`src/rtl/haar_pkg.sv`:
```
package haar_pkg;
  typedef enum logic [2:0] {
    ST_IDLE,
    ST_ISSUE,
    ST_WAIT,
    ST_MAC,
    ST_CMP
  } fsm_e;
endpackage

```
`src/rtl/haar_corner_addr.sv`:
```
// Corner coordinate and sign for the current rectangle.
// Corner order: 0 (x0,y0)+, 1 (x1,y0)-, 2 (x0,y1)-, 3 (x1,y1)+.
module haar_corner_addr #(
  parameter int AW  = 10,
  parameter int OFW = 8
) (
  input  logic [AW-1:0]  org_x,
  input  logic [AW-1:0]  org_y,
  input  logic [OFW-1:0] off_x,
  input  logic [OFW-1:0] off_y,
  input  logic [OFW-1:0] size_w,
  input  logic [OFW-1:0] size_h,
  input  logic [1:0]     corner,
  output logic [AW-1:0]  addr_x,
  output logic [AW-1:0]  addr_y,
  output logic           negate
);
  always_comb begin
    addr_x = org_x + AW'(off_x) + (corner[0] ? AW'(size_w) : '0);
    addr_y = org_y + AW'(off_y) + (corner[1] ? AW'(size_h) : '0);
    negate = corner[0] ^ corner[1];
  end
endmodule

```
`src/rtl/haar_sum_acc.sv`:
```
// Signed running sum of the four corner entries of one rectangle.
module haar_sum_acc #(
  parameter int IIW  = 25,
  parameter int SUMW = IIW + 2
) (
  input  logic                   clk,
  input  logic                   rst_n,
  input  logic                   clr,
  input  logic                   en,
  input  logic                   negate,
  input  logic [IIW-1:0]         data,
  output logic signed [SUMW-1:0] sum
);
  logic signed [SUMW-1:0] sum_q, sum_d, ext;

  assign ext = $signed({{(SUMW-IIW){1'b0}}, data});

  always_comb begin
    sum_d = sum_q;
    if (clr)     sum_d = '0;
    else if (en) sum_d = negate ? (sum_q - ext) : (sum_q + ext);
  end

  always_ff @(posedge clk or negedge rst_n) begin
    if (!rst_n) sum_q <= '0;
    else        sum_q <= sum_d;
  end

  assign sum = sum_q;
endmodule

```
`src/rtl/haar_feat_mac.sv`:
```
// Weighted accumulation, threshold compare and leaf selection.
module haar_feat_mac #(
  parameter int SUMW = 27,
  parameter int FXW  = 8,
  parameter int NMAX = 4,
  localparam int PRODW = SUMW + FXW,
  localparam int ACCW  = PRODW + $clog2(NMAX) + 1
) (
  input  logic                   clk,
  input  logic                   rst_n,
  input  logic                   clr,
  input  logic                   mac_en,
  input  logic                   cmp_en,
  input  logic signed [SUMW-1:0] sum_in,
  input  logic signed [FXW-1:0]  weight,
  input  logic signed [FXW-1:0]  thr,
  input  logic [FXW-1:0]         leaf_l,
  input  logic [FXW-1:0]         leaf_r,
  output logic                   res_valid,
  output logic [FXW-1:0]         res_value
);
  logic signed [PRODW-1:0] prod;
  logic signed [ACCW-1:0]  acc_q, acc_d, thr_ext;
  logic                    vld_q, vld_d;
  logic [FXW-1:0]          val_q, val_d;

  // Sum has no fraction bits, weight and threshold share the same
  // fraction width, so the product and threshold are on one scale.
  assign prod    = sum_in * weight;
  assign thr_ext = ACCW'(thr);

  always_comb begin
    acc_d = acc_q;
    if (clr)         acc_d = '0;
    else if (mac_en) acc_d = acc_q + ACCW'(prod);
    vld_d = cmp_en;
    val_d = val_q;
    if (cmp_en) val_d = (acc_q < thr_ext) ? leaf_l : leaf_r;
  end

  always_ff @(posedge clk or negedge rst_n) begin
    if (!rst_n) begin
      acc_q <= '0;
      vld_q <= 1'b0;
      val_q <= '0;
    end else begin
      acc_q <= acc_d;
      vld_q <= vld_d;
      val_q <= val_d;
    end
  end

  assign res_valid = vld_q;
  assign res_value = val_q;

  // the result is always one of the two captured leaves
  a_r7_leaf_pick: assert property (@(posedge clk) disable iff (!rst_n)
    res_valid |-> (res_value == leaf_l || res_value == leaf_r));
endmodule

```
`src/rtl/haar_feat_eval.sv`:
```
module haar_feat_eval
  import haar_pkg::*;
#(
  parameter int AW   = 10,
  parameter int OFW  = 8,
  parameter int FXW  = 8,
  parameter int IIW  = 25,
  parameter int NMAX = 4,
  localparam int NW   = $clog2(NMAX) + 1,
  localparam int RIW  = $clog2(NMAX),
  localparam int SUMW = IIW + 2,
  localparam int RCW  = $clog2(4 * NMAX + 1)
) (
  input  logic                 clk,
  input  logic                 rst_n,
  input  logic                 feat_valid,
  output logic                 feat_ready,
  input  logic [NW-1:0]        feat_nrect,
  input  logic [AW-1:0]        win_x,
  input  logic [AW-1:0]        win_y,
  input  logic [NMAX*OFW-1:0]  rect_dx,
  input  logic [NMAX*OFW-1:0]  rect_dy,
  input  logic [NMAX*OFW-1:0]  rect_w,
  input  logic [NMAX*OFW-1:0]  rect_h,
  input  logic [NMAX*FXW-1:0]  rect_wt,
  input  logic [FXW-1:0]       feat_thr,
  input  logic [FXW-1:0]       leaf_lo,
  input  logic [FXW-1:0]       leaf_hi,
  output logic                 ii_req_valid,
  output logic [AW-1:0]        ii_req_x,
  output logic [AW-1:0]        ii_req_y,
  input  logic                 ii_rsp_valid,
  input  logic [IIW-1:0]       ii_rsp_data,
  output logic                 res_valid,
  output logic [FXW-1:0]       res_value
);
  // Reset: asserted asynchronously, released on a clock edge
  logic rst_meta_q, rst_sync_n;
  always_ff @(posedge clk or negedge rst_n) begin
    if (!rst_n) begin
      rst_meta_q <= 1'b0;
      rst_sync_n <= 1'b0;
    end else begin
      rst_meta_q <= 1'b1;
      rst_sync_n <= rst_meta_q;
    end
  end

  fsm_e             state_q, state_d;
  logic [1:0]       corner_q, corner_d;
  logic [RIW-1:0]   ridx_q, ridx_d, last_q, last_d;
  logic [AW-1:0]    ox_q, oy_q;
  logic [NMAX*OFW-1:0] dx_q, dy_q, w_q, h_q;
  logic [NMAX*FXW-1:0] wt_q;
  logic [FXW-1:0]   thr_q, lo_q, hi_q;
  logic             accept, negate;
  logic signed [SUMW-1:0] rect_sum;

  assign accept = (state_q == ST_IDLE) && feat_valid;

  // Effective last rectangle index after clamping the count
  always_comb begin
    if (feat_nrect < NW'(2))         last_d = RIW'(1);
    else if (feat_nrect > NW'(NMAX)) last_d = RIW'(NMAX - 1);
    else                             last_d = RIW'(feat_nrect - NW'(1));
  end

  always_comb begin
    state_d  = state_q;
    corner_d = corner_q;
    ridx_d   = ridx_q;
    unique case (state_q)
      ST_IDLE: if (feat_valid) begin
        state_d  = ST_ISSUE;
        corner_d = '0;
        ridx_d   = '0;
      end
      ST_ISSUE: state_d = ST_WAIT;
      ST_WAIT: if (ii_rsp_valid) begin
        if (corner_q == 2'd3) state_d = ST_MAC;
        else begin
          corner_d = corner_q + 2'd1;
          state_d  = ST_ISSUE;
        end
      end
      ST_MAC: if (ridx_q == last_q) state_d = ST_CMP;
      else begin
        ridx_d   = ridx_q + RIW'(1);
        corner_d = '0;
        state_d  = ST_ISSUE;
      end
      ST_CMP:  state_d = ST_IDLE;
      default: state_d = ST_IDLE;
    endcase
  end

  always_ff @(posedge clk or negedge rst_sync_n) begin
    if (!rst_sync_n) begin
      state_q  <= ST_IDLE;
      corner_q <= '0;
      ridx_q   <= '0;
    end else begin
      state_q  <= state_d;
      corner_q <= corner_d;
      ridx_q   <= ridx_d;
    end
  end

  // Feature capture, enabled by acceptance only
  always_ff @(posedge clk or negedge rst_sync_n) begin
    if (!rst_sync_n) begin
      last_q <= '0; ox_q <= '0; oy_q <= '0;
      dx_q <= '0; dy_q <= '0; w_q <= '0; h_q <= '0; wt_q <= '0;
      thr_q <= '0; lo_q <= '0; hi_q <= '0;
    end else if (accept) begin
      last_q <= last_d; ox_q <= win_x; oy_q <= win_y;
      dx_q <= rect_dx; dy_q <= rect_dy; w_q <= rect_w; h_q <= rect_h;
      wt_q <= rect_wt; thr_q <= feat_thr; lo_q <= leaf_lo; hi_q <= leaf_hi;
    end
  end

  haar_corner_addr #(.AW(AW), .OFW(OFW)) addr_i (
    .org_x (ox_q),
    .org_y (oy_q),
    .off_x (dx_q[ridx_q*OFW +: OFW]),
    .off_y (dy_q[ridx_q*OFW +: OFW]),
    .size_w(w_q[ridx_q*OFW +: OFW]),
    .size_h(h_q[ridx_q*OFW +: OFW]),
    .corner(corner_q),
    .addr_x(ii_req_x),
    .addr_y(ii_req_y),
    .negate(negate)
  );

  haar_sum_acc #(.IIW(IIW), .SUMW(SUMW)) sum_i (
    .clk   (clk),
    .rst_n (rst_sync_n),
    .clr   (accept || state_q == ST_MAC),
    .en    (state_q == ST_WAIT && ii_rsp_valid),
    .negate(negate),
    .data  (ii_rsp_data),
    .sum   (rect_sum)
  );

  haar_feat_mac #(.SUMW(SUMW), .FXW(FXW), .NMAX(NMAX)) mac_i (
    .clk      (clk),
    .rst_n    (rst_sync_n),
    .clr      (accept),
    .mac_en   (state_q == ST_MAC),
    .cmp_en   (state_q == ST_CMP),
    .sum_in   (rect_sum),
    .weight   ($signed(wt_q[ridx_q*FXW +: FXW])),
    .thr      ($signed(thr_q)),
    .leaf_l   (lo_q),
    .leaf_r   (hi_q),
    .res_valid(res_valid),
    .res_value(res_value)
  );

  assign feat_ready   = (state_q == ST_IDLE);
  assign ii_req_valid = (state_q == ST_ISSUE);

  // Request counter used only by the count check below
  logic [RCW-1:0] rcnt_q;
  always_ff @(posedge clk or negedge rst_sync_n) begin
    if (!rst_sync_n)       rcnt_q <= '0;
    else if (accept)       rcnt_q <= '0;
    else if (ii_req_valid) rcnt_q <= rcnt_q + RCW'(1);
  end

  a_r3_req_count: assert property (@(posedge clk) disable iff (!rst_sync_n)
    res_valid |-> rcnt_q == RCW'(4) * (RCW'(last_q) + RCW'(1)));
  a_r4_req_pulse: assert property (@(posedge clk) disable iff (!rst_sync_n)
    ii_req_valid |=> !ii_req_valid);
  a_r2_no_req_idle: assert property (@(posedge clk) disable iff (!rst_sync_n)
    feat_ready |-> !ii_req_valid);
  a_r8_res_pulse: assert property (@(posedge clk) disable iff (!rst_sync_n)
    res_valid |=> !res_valid);
  a_r8_ready_with_res: assert property (@(posedge clk) disable iff (!rst_sync_n)
    res_valid |-> feat_ready);
endmodule

```
`config.mk`:
```
export PLATFORM = sky130hd
export DESIGN_NAME = haar_feat_eval
export DESIGN_NICKNAME = d
export VERILOG_FILES = /design/src/rtl/haar_pkg.sv /design/src/rtl/haar_corner_addr.sv /design/src/rtl/haar_sum_acc.sv /design/src/rtl/haar_feat_mac.sv /design/src/rtl/haar_feat_eval.sv
export SDC_FILE = /design/constraint.sdc
export NUM_CORES = 1
export LEC_CHECK = 0
export ABC_AREA = 1
export CORE_UTILIZATION = 40
export DETAILED_ROUTE_END_ITERATION = 8
export PLACE_DENSITY_LB_ADDON = 0.2
export SLEW_MARGIN = 10
export SYNTH_ARGS = -nofsm -noshare
export SYNTH_HDL_FRONTEND = slang
export SYNTH_SLANG_ARGS = --single-unit
```
`constraint.sdc`:
```
create_clock -name clk -period 10.5 [get_ports clk]
set_input_delay 1.05 -clock clk [delete_from_list [all_inputs] [get_ports clk]]
set_output_delay 1.05 -clock clk [all_outputs]
set_load 0.05 [all_outputs]
```
==> results of run 1 <==
[cell usage after synthesis (all sizes together), types with 4 or more instances]
cell	n	area (sq um)
fa	236	4725
nand3	106	540.5
xnor2	22	192.7
a21o	7	52.55
nand3b	6	45.04
clkbuf	27	101.4
or2	5	31.29
a21oi	133	673.2
o21ai	200	1023
inv	376	1416
o21a	4	30.03
nor2	366	1428
nor3	18	111.4
xor2	31	271.5
nand4	20	137.6
a32o	5	50.05
a21boi	7	52.55
buf	75	516.8
o22ai	39	244.0
dfrtp	289	7232
o21bai	11	82.58
ha	163	2039
nand2	1018	3839
[area by class of cell]
class / instances / area [sq um]
clock buffer: 48 / 997.2
sequential: 289 / 7237
clock inverter: 17 / 229.0
antenna: 3 / 7.507
fill: 6232 / 32250
inverter: 379 / 1430
tap: 837 / 1047
multi-input combinational: 2411 / 15690
timing repair buffer: 287 / 2833
[final timing paths]
check / depth (start not counted) / end / startpoint / slack (ps)
setup / recovery: 25 / mac_i.acc_q[37]$_DFFE_PN0N_ / ridx_q[0]$_DFFE_PN0P_ / 4030
hold / removal: 0 / dx_q[21]$_DFFE_PN0P_ / rst_sync_n$_DFF_PN0_ / 300
setup reg to reg: 25 / mac_i.acc_q[37]$_DFFE_PN0N_ / ridx_q[0]$_DFFE_PN0P_ / 4030
hold reg to reg: 0 / dx_q[21]$_DFFE_PN0P_ / rst_sync_n$_DFF_PN0_ / 300
max in group asynchronous: 2 / ridx_q[0]$_DFFE_PN0P_ / rst_sync_n$_DFF_PN0_ / 8440
min in group clk: 0 / rst_sync_n$_DFF_PN0_ / rst_meta_q$_DFF_PN0_ / 350
[sequential cells by signal, indices dropped and copies added (netlist names), 8 cells and up]
name,flops
thr_q,8
mac_i.acc_q,38
dx_q,32
ox_q,10
wt_q,32
dy_q,32
w_q,32
mac_i.res_value,8
sum_i.sum,27
hi_q,8
lo_q,8
h_q,32
oy_q,10
[worst max-delay path: cells and delay by family (launching register included)]
kind / cells / cell delay, ps
and+or+nand+nor: 12 / 1550
buffers and inverters: 7 / 1480
adders and majority gates: 6 / 2900
DFF: 1 / 360
[through the flow]
step	area [sq um]	utilization	hold WS (ps)	cells
after floorplan	24960	-	331.2	3181
after global placement	28230	0.4575	312.3	4203
after detailed placement	28230	0.4575	311.2	4203
after CTS	29460	0.4774	317.4	4268
after global routing	29460	0.4774	337.8	4269
final	29470	0.4775	295.7	4271
[logic make-up after synthesis]
group | count (synthesis)
other | 1
xor gates and xnor gates | 53
AOI/OAI and AO/OA | 414
buffers and inverters | 481
adders and majority gates | 399
and+or+nand+nor | 1544
DFF | 289
[layer usage]
metal	part of all wire	wire, um	GRT usage
met3	0.056	4373	0.03343
met4	0.031	2417	0.08087
met5	0.00050	39	0
met2	0.48	37280	0.4160
met1	0.43	33480	0.3304
==> load_flow_metrics.sql, run 1 <==
INSERT INTO impl_metrics (metric_group, metric, value, unit) VALUES
('cts', 'cts.repair.resized', '0', ''),
('die', 'die-area', '63390', 'sq um'),
('cts', 'clk-insertion-delay-late', '570', 'ps'),
('yosys', 'dominant_register_cell_in_the_synthesized_netlist', 'dfrtp_1', ''),
('worst_setup_path', 'critPathRequiredTime', '10940', 'ps'),
('die', 'die_height', '251.8', 'um'),
('detailed_routing', 'via_count', '21520', ''),
('detailed_routing', 'first_iter_violations', '1494', ''),
('placed_design', 'detailedPlace.worstSlack', '4066', 'ps'),
('die', 'core_region_area', '61710', 'sq um'),
('sta', 'finalClockSkew', '34.11', 'ps'),
('yosys', 'synth_simple_gate_area_share', '0.2470', ''),
('detailed_routing', 'post-route-drc-count', '0', ''),
('cells_and_area', 'final_nets', '4039', ''),
('placed_design', 'port_buffers', '266', ''),
('global_route', 'first_global_vias', '21970', ''),
('worst_setup_path', 'critPathLaunchType', 'register', ''),
('global_route', 'grt_remaining_overflow', '0', ''),
('die', 'io_pins', '267', ''),
('yosys', 'synth_seq_cells', '289', ''),
('yosys', 'synth_top_family_by_area', 'adder cells', ''),
('global_route', 'grt.total_usage', '0.2479', ''),
('yosys', 'post_synth_mux_area_share', '0', ''),
('cells_and_area', 'mostFrequentLayoutCell', 'nand2_1', ''),
('cells_and_area', 'layout-area-overhead-vs-synth', '18.07', '%'),
('cts', 'cts_setup_buffers', '0', ''),
('die', 'fp.dieW', '251.8', 'um'),
('sta', 'timing.fmax', '0.1545', 'GHz'),
('cells_and_area', 'leading_cell_types_in_the_layout_fill_and_taps_excluded', '1012 x nand2_1, 363 x inv_1, 358 x nor2_1', ''),
('sta', 'hold_violations', '0', ''),
('sta', 'layout_worst_path_cycle_share', '0.6165', ''),
('yosys', 'seq_area_frac_synth', '0.2898', ''),
('sta', 'worst_case_headroom_to_the_max_slew_limit', '0.3678', ''),
('sta', 'setup_viol', '0', ''),
('sta', 'timing.setup.tns', '0', 'ps'),
('yosys', 'count_of_flip_flops_with_a_built_in_enable_after_synthesis', '0', ''),
('sta', 'post-route-worst-setup-slack', '4027', 'ps'),
('detailed_routing', 'route.detailed.wl_per_inst', '18.16', 'um'),
('worst_setup_path', 'critical_path_arrival', '6910', 'ps'),
('yosys', 'synthXorXnorAreaFrac', '0.01860', ''),
('die', 'row_count', '91', ''),
('detailed_routing', 'route.detailed.vias_per_inst', '5.038', ''),
('worst_hold_path', 'holdCritPathClass', 'reg2async', ''),
('detailed_routing', 'finalWirelength', '77580', 'um'),
('sta', 'final_period_minus_worst_setup_slack', '6473', 'ps'),
('sta', 'drv_slew', '0', ''),
('cts', 'clock_root_buffer_master', 'clkbuf_16', ''),
('worst_setup_path', 'path_class', 'reg2reg', ''),
('worst_setup_path', 'worstSetupEndpointType', 'register', ''),
('yosys', 'async_set_or_reset_flop_fraction_in_the_synthesized_netlist', '1.000', ''),
('detailed_routing', 'firstDrtPassIters', '6', ''),
('placed_design', 'globalplace.congestion', '0.9594', ''),
('placed_design', 'half_perimeter_wire_length_of_the_detailed_placement_result', '59970', 'um'),
('worst_setup_path', 'critPathMaxFanout', '81', ''),
('cts', 'ctsLongestPathBuffers', '3', ''),
('cts', 'cts_inserted_buffers', '36', ''),
('global_route', 'grt_max_degree', '152', ''),
('cts', 'cts_tree', 'yes', ''),
('yosys', 'mappedNetlistNets', '3816', ''),
('yosys', 'yosysWarnings', '0', ''),
('sta', 'tightest_slew', '948.2', 'ps'),
('yosys', 'synth_cell_types', '53', ''),
('detailed_routing', 'detail-route-antenna-nets', '0', ''),
('global_route', 'grt_pass1_wl', '122100', 'um'),
('cts', 'htreeDepth', '2', ''),
('yosys', 'syn_area_per_cell', '7.845', 'sq um'),
('global_route', 'grt_antenna_before_repair', '6', ''),
('yosys', 'postSynthCellCount', '3181', ''),
('cts', 'clk_pin_slew', '60', 'ps'),
('cts', 'cts_hold_repair.buffers', '0', ''),
('worst_setup_path', 'cp_slowest_cell', 'buf_4', ''),
('outcome', 'run_status', 'finished, final reports clean', ''),
('sta', 'rsz0062_at_grt', 'no', ''),
('worst_setup_path', 'crit_path_max_incr_delay', '680', 'ps'),
('cells_and_area', 'layout-drive-gt1-share', '0.03702', ''),
('cts', 'clock-sinks', '289', ''),
('yosys', 'synth_adder_area_share', '0.2710', ''),
('yosys', 'synth_compound_gate_area_share', '0.09145', ''),
('yosys', 'post_synth_instance_area', '24960', 'sq um'),
('die', 'initial_core_util', '0.4044', ''),
('job', 'max_cap_violations', '0', '');
Power of run 1 is left out: the tool's default activity adds up to more than one toggle a clock period on the data nets, which glitch-free logic cannot reach.
==> run 2: changes to the inputs <==
==> constraint.sdc (replaced) <==
create_clock -name clk -period 5.6 [get_ports clk]
set_input_delay 0.56 -clock clk [delete_from_list [all_inputs] [get_ports clk]]
set_output_delay 0.56 -clock clk [all_outputs]
set_load 0.05 [all_outputs]
==> run 2 against run 1 <==
Compared with the run above:
- die area unchanged
- wire length increased by 0.84%
- setup slack got worse by 3800 ps
- largest cell class unchanged
- fmax grew 21%
- first-iteration DRC count up 1.3%
- flip-flop and latch count is the same
- critical path type unchanged
- clock skew shrank 15 ps
- hold slack got worse by 130 ps
- sequential share of layout area decreased by 0.76 points
- via count is 0.48% higher
==> load_flow_metrics.sql, run 2 (same netlist as run 1, synthesis figures left out) <==
INSERT INTO impl_metrics (metric_group, metric, value, unit) VALUES
('detailed_routing', 'firstDrtPassIters', '6', ''),
('placed_design', 'globalplace.congestion', '0.9562', ''),
('cells_and_area', 'fill_cells', '6140', ''),
('worst_setup_path', 'critical_path_arrival', '5790', 'ps'),
('outcome', 'run_status', 'finished, final reports clean', ''),
('die', 'initial_core_util', '0.4044', ''),
('cts', 'cts_inserted_buffers', '37', ''),
('sta', 'final_period_minus_worst_setup_slack', '5332', 'ps'),
('detailed_routing', 'finalWirelength', '78230', 'um'),
('sta', 'worst_case_headroom_to_the_max_slew_limit', '0.3780', ''),
('worst_setup_path', 'worstSetupEndpointType', 'register', ''),
('global_route', 'grt_antenna_before_repair', '13', ''),
('job', 'max_cap_violations', '0', ''),
('worst_setup_path', 'critPathMaxFanout', '14', ''),
('global_route', 'grt.total_usage', '0.2503', ''),
('die', 'fp.dieW', '251.8', 'um'),
('global_route', 'grt_remaining_overflow', '0', ''),
('sta', 'tightest_slew', '932.9', 'ps'),
('detailed_routing', 'via_count', '21620', ''),
('detailed_routing', 'first_iter_violations', '1513', ''),
('sta', 'finalClockSkew', '19.01', 'ps'),
('cts', 'ctsLongestPathBuffers', '3', ''),
('detailed_routing', 'route.detailed.vias_per_inst', '5.001', ''),
('cts', 'clk_pin_slew', '60', 'ps'),
('die', 'io_pins', '267', ''),
('cts', 'cts_tree', 'yes', ''),
('worst_setup_path', 'critPathRequiredTime', '6050', 'ps'),
('die', 'core_region_area', '61710', 'sq um'),
('global_route', 'first_global_vias', '21790', ''),
('cells_and_area', 'layout-area-overhead-vs-synth', '21.82', '%'),
('worst_setup_path', 'path_class', 'reg2reg', ''),
('sta', 'timing.fmax', '0.1875', 'GHz'),
('global_route', 'grt_pass1_wl', '122800', 'um'),
('cells_and_area', 'layout-drive-gt1-share', '0.06404', ''),
('die', 'die_height', '251.8', 'um'),
('detailed_routing', 'detail-route-antenna-nets', '0', ''),
('cts', 'clock-sinks', '289', ''),
('cts', 'clk-insertion-delay-late', '570', 'ps'),
('sta', 'drv_slew', '0', ''),
('placed_design', 'placed_area', '28850', 'sq um'),
('worst_setup_path', 'critPathLaunchType', 'register', ''),
('cells_and_area', 'leading_cell_types_in_the_layout_fill_and_taps_excluded', '1008 x nand2_1, 364 x inv_1, 353 x nor2_1', ''),
('detailed_routing', 'route.detailed.wl_per_inst', '18.10', 'um'),
('die', 'row_count', '91', ''),
('cells_and_area', 'finish.instance_area', '30400', 'sq um'),
('cells_and_area', 'largest_register_ffs', '38', ''),
('cells_and_area', 'mostFrequentLayoutCell', 'nand2_1', ''),
('sta', 'layout_worst_path_cycle_share', '0.9522', ''),
('worst_hold_path', 'holdCritPathClass', 'in2async', ''),
('sta', 'hold_violations', '0', ''),
('cells_and_area', 'registers.top_by_ff_count', 'mac_i.acc_q', ''),
('cts', 'htreeDepth', '2', ''),
('sta', 'setup_viol', '0', ''),
('die', 'die-area', '63390', 'sq um'),
('cells_and_area', 'final_nets', '4089', ''),
('placed_design', 'half_perimeter_wire_length_of_the_detailed_placement_result', '61090', 'um'),
('placed_design', 'port_buffers', '266', ''),
('detailed_routing', 'post-route-drc-count', '0', ''),
('global_route', 'grt_max_degree', '116', ''),
('cts', 'clock_root_buffer_master', 'clkbuf_16', '');
-- run 2: cell types whose count changed in the layout (fill, tap and decap cells not counted), sizes merged --
cell / delta
buf: +65
bufinv: +3
clkbuf: +5
clkdlybuf4s50: -16
clkinv: -8
diode: +1
inv: +2
-- run 2: repair_timing --
action,4_1_cts,5_1_grt
setup endpoints to repair,0,26
resized for setup,0,44
hold buffers,0,0
setup buffers,0,1
-- run 2: worst max-delay path: stages (launching register included) --
cell     delay [ps]
dfrtp_2         470
buf_8           170
nand2_1          70
nand3_1          80
nand2_1         190
buf_6           210
nor2_1           80
fa_1            520
fa_1            530
fa_1            530
fa_1            520
ha_1            310
ha_1            380
a21oi_2         190
o21ai_0         140
buf_4           170
inv_1           110
o21ai_0         100
a21oi_1         190
nand3_1          90
nand2_1          70
o21ai_1          60
-- run 2: stage by stage --
step	setup TNS, ps	cells	setup WS (ps)	util	hold WS, ps
2_1_floorplan	0	3181	166.5	-	264.4
3_3_place_gp	0	4251	206.4	0.4675	334.4
3_5_place_dp	0	4251	114.7	0.4675	338.9
4_1_cts	0	4318	108.8	0.4897	145.4
5_1_grt	-6.004	4321	-6.004	0.4925	169.0
6_report	0	4323	267.7	0.4926	168.8
-- run 2: layer usage --
| metal | vias up | wire length [um] | track usage |
|---|---|---|---|
| li1 | 10540 | - | - |
| met1 | 10370 | 33530 | 0.3279 |
| met2 | 572 | 37610 | 0.4190 |
| met3 | 119 | 4636 | 0.04808 |
| met4 | 18 | 2317 | 0.07481 |
| met5 | - | 131 | 0 |
-- run 2: cell type report --
type	instances	area [sq um]	area share
Clock inverter	14	279.0	0.009178
Timing Repair Buffer	336	3483	0.1146
Sequential cell	289	7237	0.2381
Antenna cell	4	10.01	0.0003293
Clock buffer	53	1087	0.03577
Tap cell	837	1047	0.03445
Multi-Input combinational cell	2411	15820	0.5204
Inverter	379	1438	0.04729
-- run 2: final timing paths --
path / startpoint / to / slack [ps] / cells after the start
max in group asynchronous: rst_sync_n$_DFF_PN0_ / oy_q[1]$_DFFE_PN0P_ / 3740 / 1
worst min register to register: rst_meta_q$_DFF_PN0_ / rst_sync_n$_DFF_PN0_ / 350 / 0
worst min-delay path: rst_n / rst_meta_q$_DFF_PN0_ / 170 / 1
worst max register to register: ridx_q[0]$_DFFE_PN0P_ / mac_i.acc_q[35]$_DFFE_PN0N_ / 270 / 21
min in group clk: rst_meta_q$_DFF_PN0_ / rst_sync_n$_DFF_PN0_ / 350 / 0
worst max-delay path: ridx_q[0]$_DFFE_PN0P_ / mac_i.acc_q[35]$_DFFE_PN0N_ / 270 / 21
Power of run 2 is left out for the same reason.
==> run 3: changes to the inputs <==
--- a/config.mk
+++ b/config.mk
@@ -6,7 +6,9 @@
 export NUM_CORES = 1
 export LEC_CHECK = 0
 export ABC_AREA = 1
-export CORE_UTILIZATION = 40
+export CELL_PAD_IN_SITES_DETAIL_PLACEMENT = 0
+export CELL_PAD_IN_SITES_GLOBAL_PLACEMENT = 1
+export CORE_UTILIZATION = 39
 export DETAILED_ROUTE_END_ITERATION = 8
 export PLACE_DENSITY_LB_ADDON = 0.2
 export SLEW_MARGIN = 10
==> run 3 against run 2 <==
Compared with the run above:
- via count up 1.7%
- register-to-register slack worse by 90 ps
- setup slack worse by 92 ps
- wire length up 5.9%
- utilization is 1.2 points lower
- largest cell class unchanged
- critical path type unchanged
- hold slack worse by 20 ps
==> load_flow_metrics.sql, run 3 (same netlist as run 1, synthesis figures left out) <==
INSERT INTO impl_metrics (metric_group, metric, value, unit) VALUES
('sta', 'drv_slew', '0', ''),
('cells_and_area', 'mostFrequentLayoutCell', 'nand2_1', ''),
('cells_and_area', 'finish.instance_area', '30390', 'sq um'),
('worst_setup_path', 'length_in_cells_of_the_worst_reg_to_reg_path', '27', ''),
('die', 'io_pins', '267', ''),
('die', 'core_region_area', '63200', 'sq um'),
('cts', 'clock-sinks', '289', ''),
('sta', 'timing.setup.tns', '0', 'ps'),
('global_route', 'grt_pass1_wl', '128000', 'um'),
('worst_setup_path', 'regToRegEndpoint', 'mac_i.acc_q[30]$_DFFE_PN0N_', ''),
('die', 'die_height', '255.0', 'um'),
('sta', 'tightest_slew', '1025', 'ps'),
('detailed_routing', 'route.detailed.wl_per_inst', '19.15', 'um'),
('detailed_routing', 'firstDrtPassIters', '5', ''),
('worst_hold_path', 'holdCritPathClass', 'in2async', ''),
('die', 'row_count', '92', ''),
('worst_setup_path', 'r2r_setup_slack', '180', 'ps'),
('detailed_routing', 'finalWirelength', '82820', 'um'),
('worst_setup_path', 'worst_path_most_repeated_cell', 'nand2_1', ''),
('worst_setup_path', 'path_class', 'reg2reg', ''),
('worst_setup_path', 'critical_path_arrival', '5930', 'ps'),
('outcome', 'run_status', 'finished, final reports clean', ''),
('cts', 'clk_pin_slew', '60', 'ps'),
('worst_setup_path', 'cp_slowest_cell', 'fa_1', ''),
('sta', 'timing.fmax', '0.1844', 'GHz'),
('cts', 'htreeDepth', '2', ''),
('global_route', 'grt.total_usage', '0.2568', ''),
('sta', 'setup_viol', '0', ''),
('worst_setup_path', 'timing.critical_path.from', 'ridx_q[0]$_DFFE_PN0P_', ''),
('job', 'max_cap_violations', '0', ''),
('placed_design', 'placed_area', '28750', 'sq um'),
('sta', 'worst_case_headroom_to_the_max_slew_limit', '0.3167', ''),
('cells_and_area', 'final-instance-count-excl-fill', '4325', ''),
('cells_and_area', 'layout-drive-gt1-share', '0.06697', ''),
('cells_and_area', 'leading_cell_types_in_the_layout_fill_and_taps_excluded', '1003 x nand2_1, 363 x inv_1, 354 x nor2_1', ''),
('cts', 'cts_tree', 'yes', ''),
('cts', 'cts_inserted_buffers', '37', ''),
('worst_setup_path', 'critPathMaxFanout', '18', ''),
('cts', 'cts_hold_repair.buffers', '0', ''),
('detailed_routing', 'first_iter_violations', '1406', ''),
('cells_and_area', 'registers.top_by_ff_count', 'mac_i.acc_q', ''),
('sta', 'hold-worst-slack', '148.9', 'ps'),
('cts', 'ctsLongestPathBuffers', '3', ''),
('global_route', 'grt_antenna_before_repair', '7', ''),
('cells_and_area', 'insertedDiodeCount', '0', ''),
('sta', 'rsz0062_at_grt', 'yes', ''),
('sta', 'finalClockSkew', '16.99', 'ps'),
('die', 'die-area', '65000', 'sq um'),
('worst_setup_path', 'worstSetupEndpointType', 'register', ''),
('placed_design', 'place_inst', '4248', ''),
('cells_and_area', 'largest_register_ffs', '38', ''),
('worst_setup_path', 'critical_path.endpoint', 'mac_i.acc_q[30]$_DFFE_PN0N_', ''),
('detailed_routing', 'route.detailed.vias_per_inst', '5.083', ''),
('detailed_routing', 'detail-route-antenna-nets', '0', ''),
('cells_and_area', 'final_nets', '4087', ''),
('detailed_routing', 'post-route-drc-count', '0', ''),
('worst_setup_path', 'critPathRequiredTime', '6110', 'ps'),
('global_route', 'grt_remaining_overflow', '0', ''),
('placed_design', 'half_perimeter_wire_length_of_the_detailed_placement_result', '64930', 'um'),
('global_route', 'first_global_vias', '22690', ''),
('die', 'fp.dieW', '255.0', 'um'),
('sta', 'layout_worst_path_cycle_share', '0.9686', ''),
('worst_setup_path', 'critPathLaunchType', 'register', ''),
('placed_design', 'port_buffers', '266', ''),
('die', 'initial_core_util', '0.3949', ''),
('worst_setup_path', 'crit_path_max_incr_delay', '610', 'ps'),
('global_route', 'grt_max_degree', '177', ''),
('cells_and_area', 'layout-area-overhead-vs-synth', '21.77', '%'),
('cts', 'clock_root_buffer_master', 'clkbuf_16', ''),
('detailed_routing', 'via_count', '21990', ''),
('placed_design', 'globalplace.congestion', '0.9659', ''),
('worst_setup_path', 'r2r_start', 'ridx_q[0]$_DFFE_PN0P_', ''),
('sta', 'hold_violations', '0', ''),
('cts', 'clk-insertion-delay-late', '570', 'ps'),
('sta', 'final_period_minus_worst_setup_slack', '5424', 'ps');
[run 3: final cells by class]
cell class / count / area (sq um)
timing repair inverter: 1 / 5.005
fill: 6207 / 32810
clock inverter: 14 / 203.9
clock buffer: 52 / 1064
tap: 846 / 1059
timing repair buffer: 333 / 3505
inverter: 379 / 1448
sequential: 289 / 7238
multi-input combinational: 2411 / 15870
[run 3: critical path, delay by kind of cell, from the launching register on]
kind / cells / cell delay, ps
fa+ha+maj: 6 / 2790
simple gates: 11 / 890
buf+inv: 7 / 720
compound gates: 3 / 500
flops: 1 / 440
[run 3: worst min-delay path by stage]
| stage | endpoint | slack [ps] | cells after the start |
|---|---|---|---|
| floorplan | rst_meta_q$_DFF_PN0_ | 260 | 0 |
| finish | rst_sync_n$_DFF_PN0_ | 150 | 1 |
| CTS | rst_sync_n$_DFF_PN0_ | 130 | 1 |
| detailed placement | rst_sync_n$_DFF_PN0_ | 340 | 0 |
| global placement | rst_sync_n$_DFF_PN0_ | 340 | 0 |
| global route | rst_sync_n$_DFF_PN0_ | 150 | 1 |
[run 3: layer usage]
metal	track usage	vias up	routed length, um
met5	0	-	103
met4	0.07305	14	2290
met3	0.03376	119	4069
met2	0.4388	598	40680
met1	0.3398	10720	35670
li1	-	10530	-
[run 3: timing repair]
action,4_1_cts,5_1_grt
endpoints found under the setup margin,3,25
pin swaps,0,9
gates cloned,0,3
setup buffers,0,8
gates resized for setup,4,62
[run 3: per-stage QoR]
step | util | worst slack [ps]
after floorplan | - | 166.5
after global placement | 0.4549 | -50.89
after detailed placement | 0.4549 | -22.94
after CTS | 0.4752 | 7.660
after global routing | 0.4809 | -74.44
final | 0.4809 | 175.9
Power of run 3 is left out for the same reason.
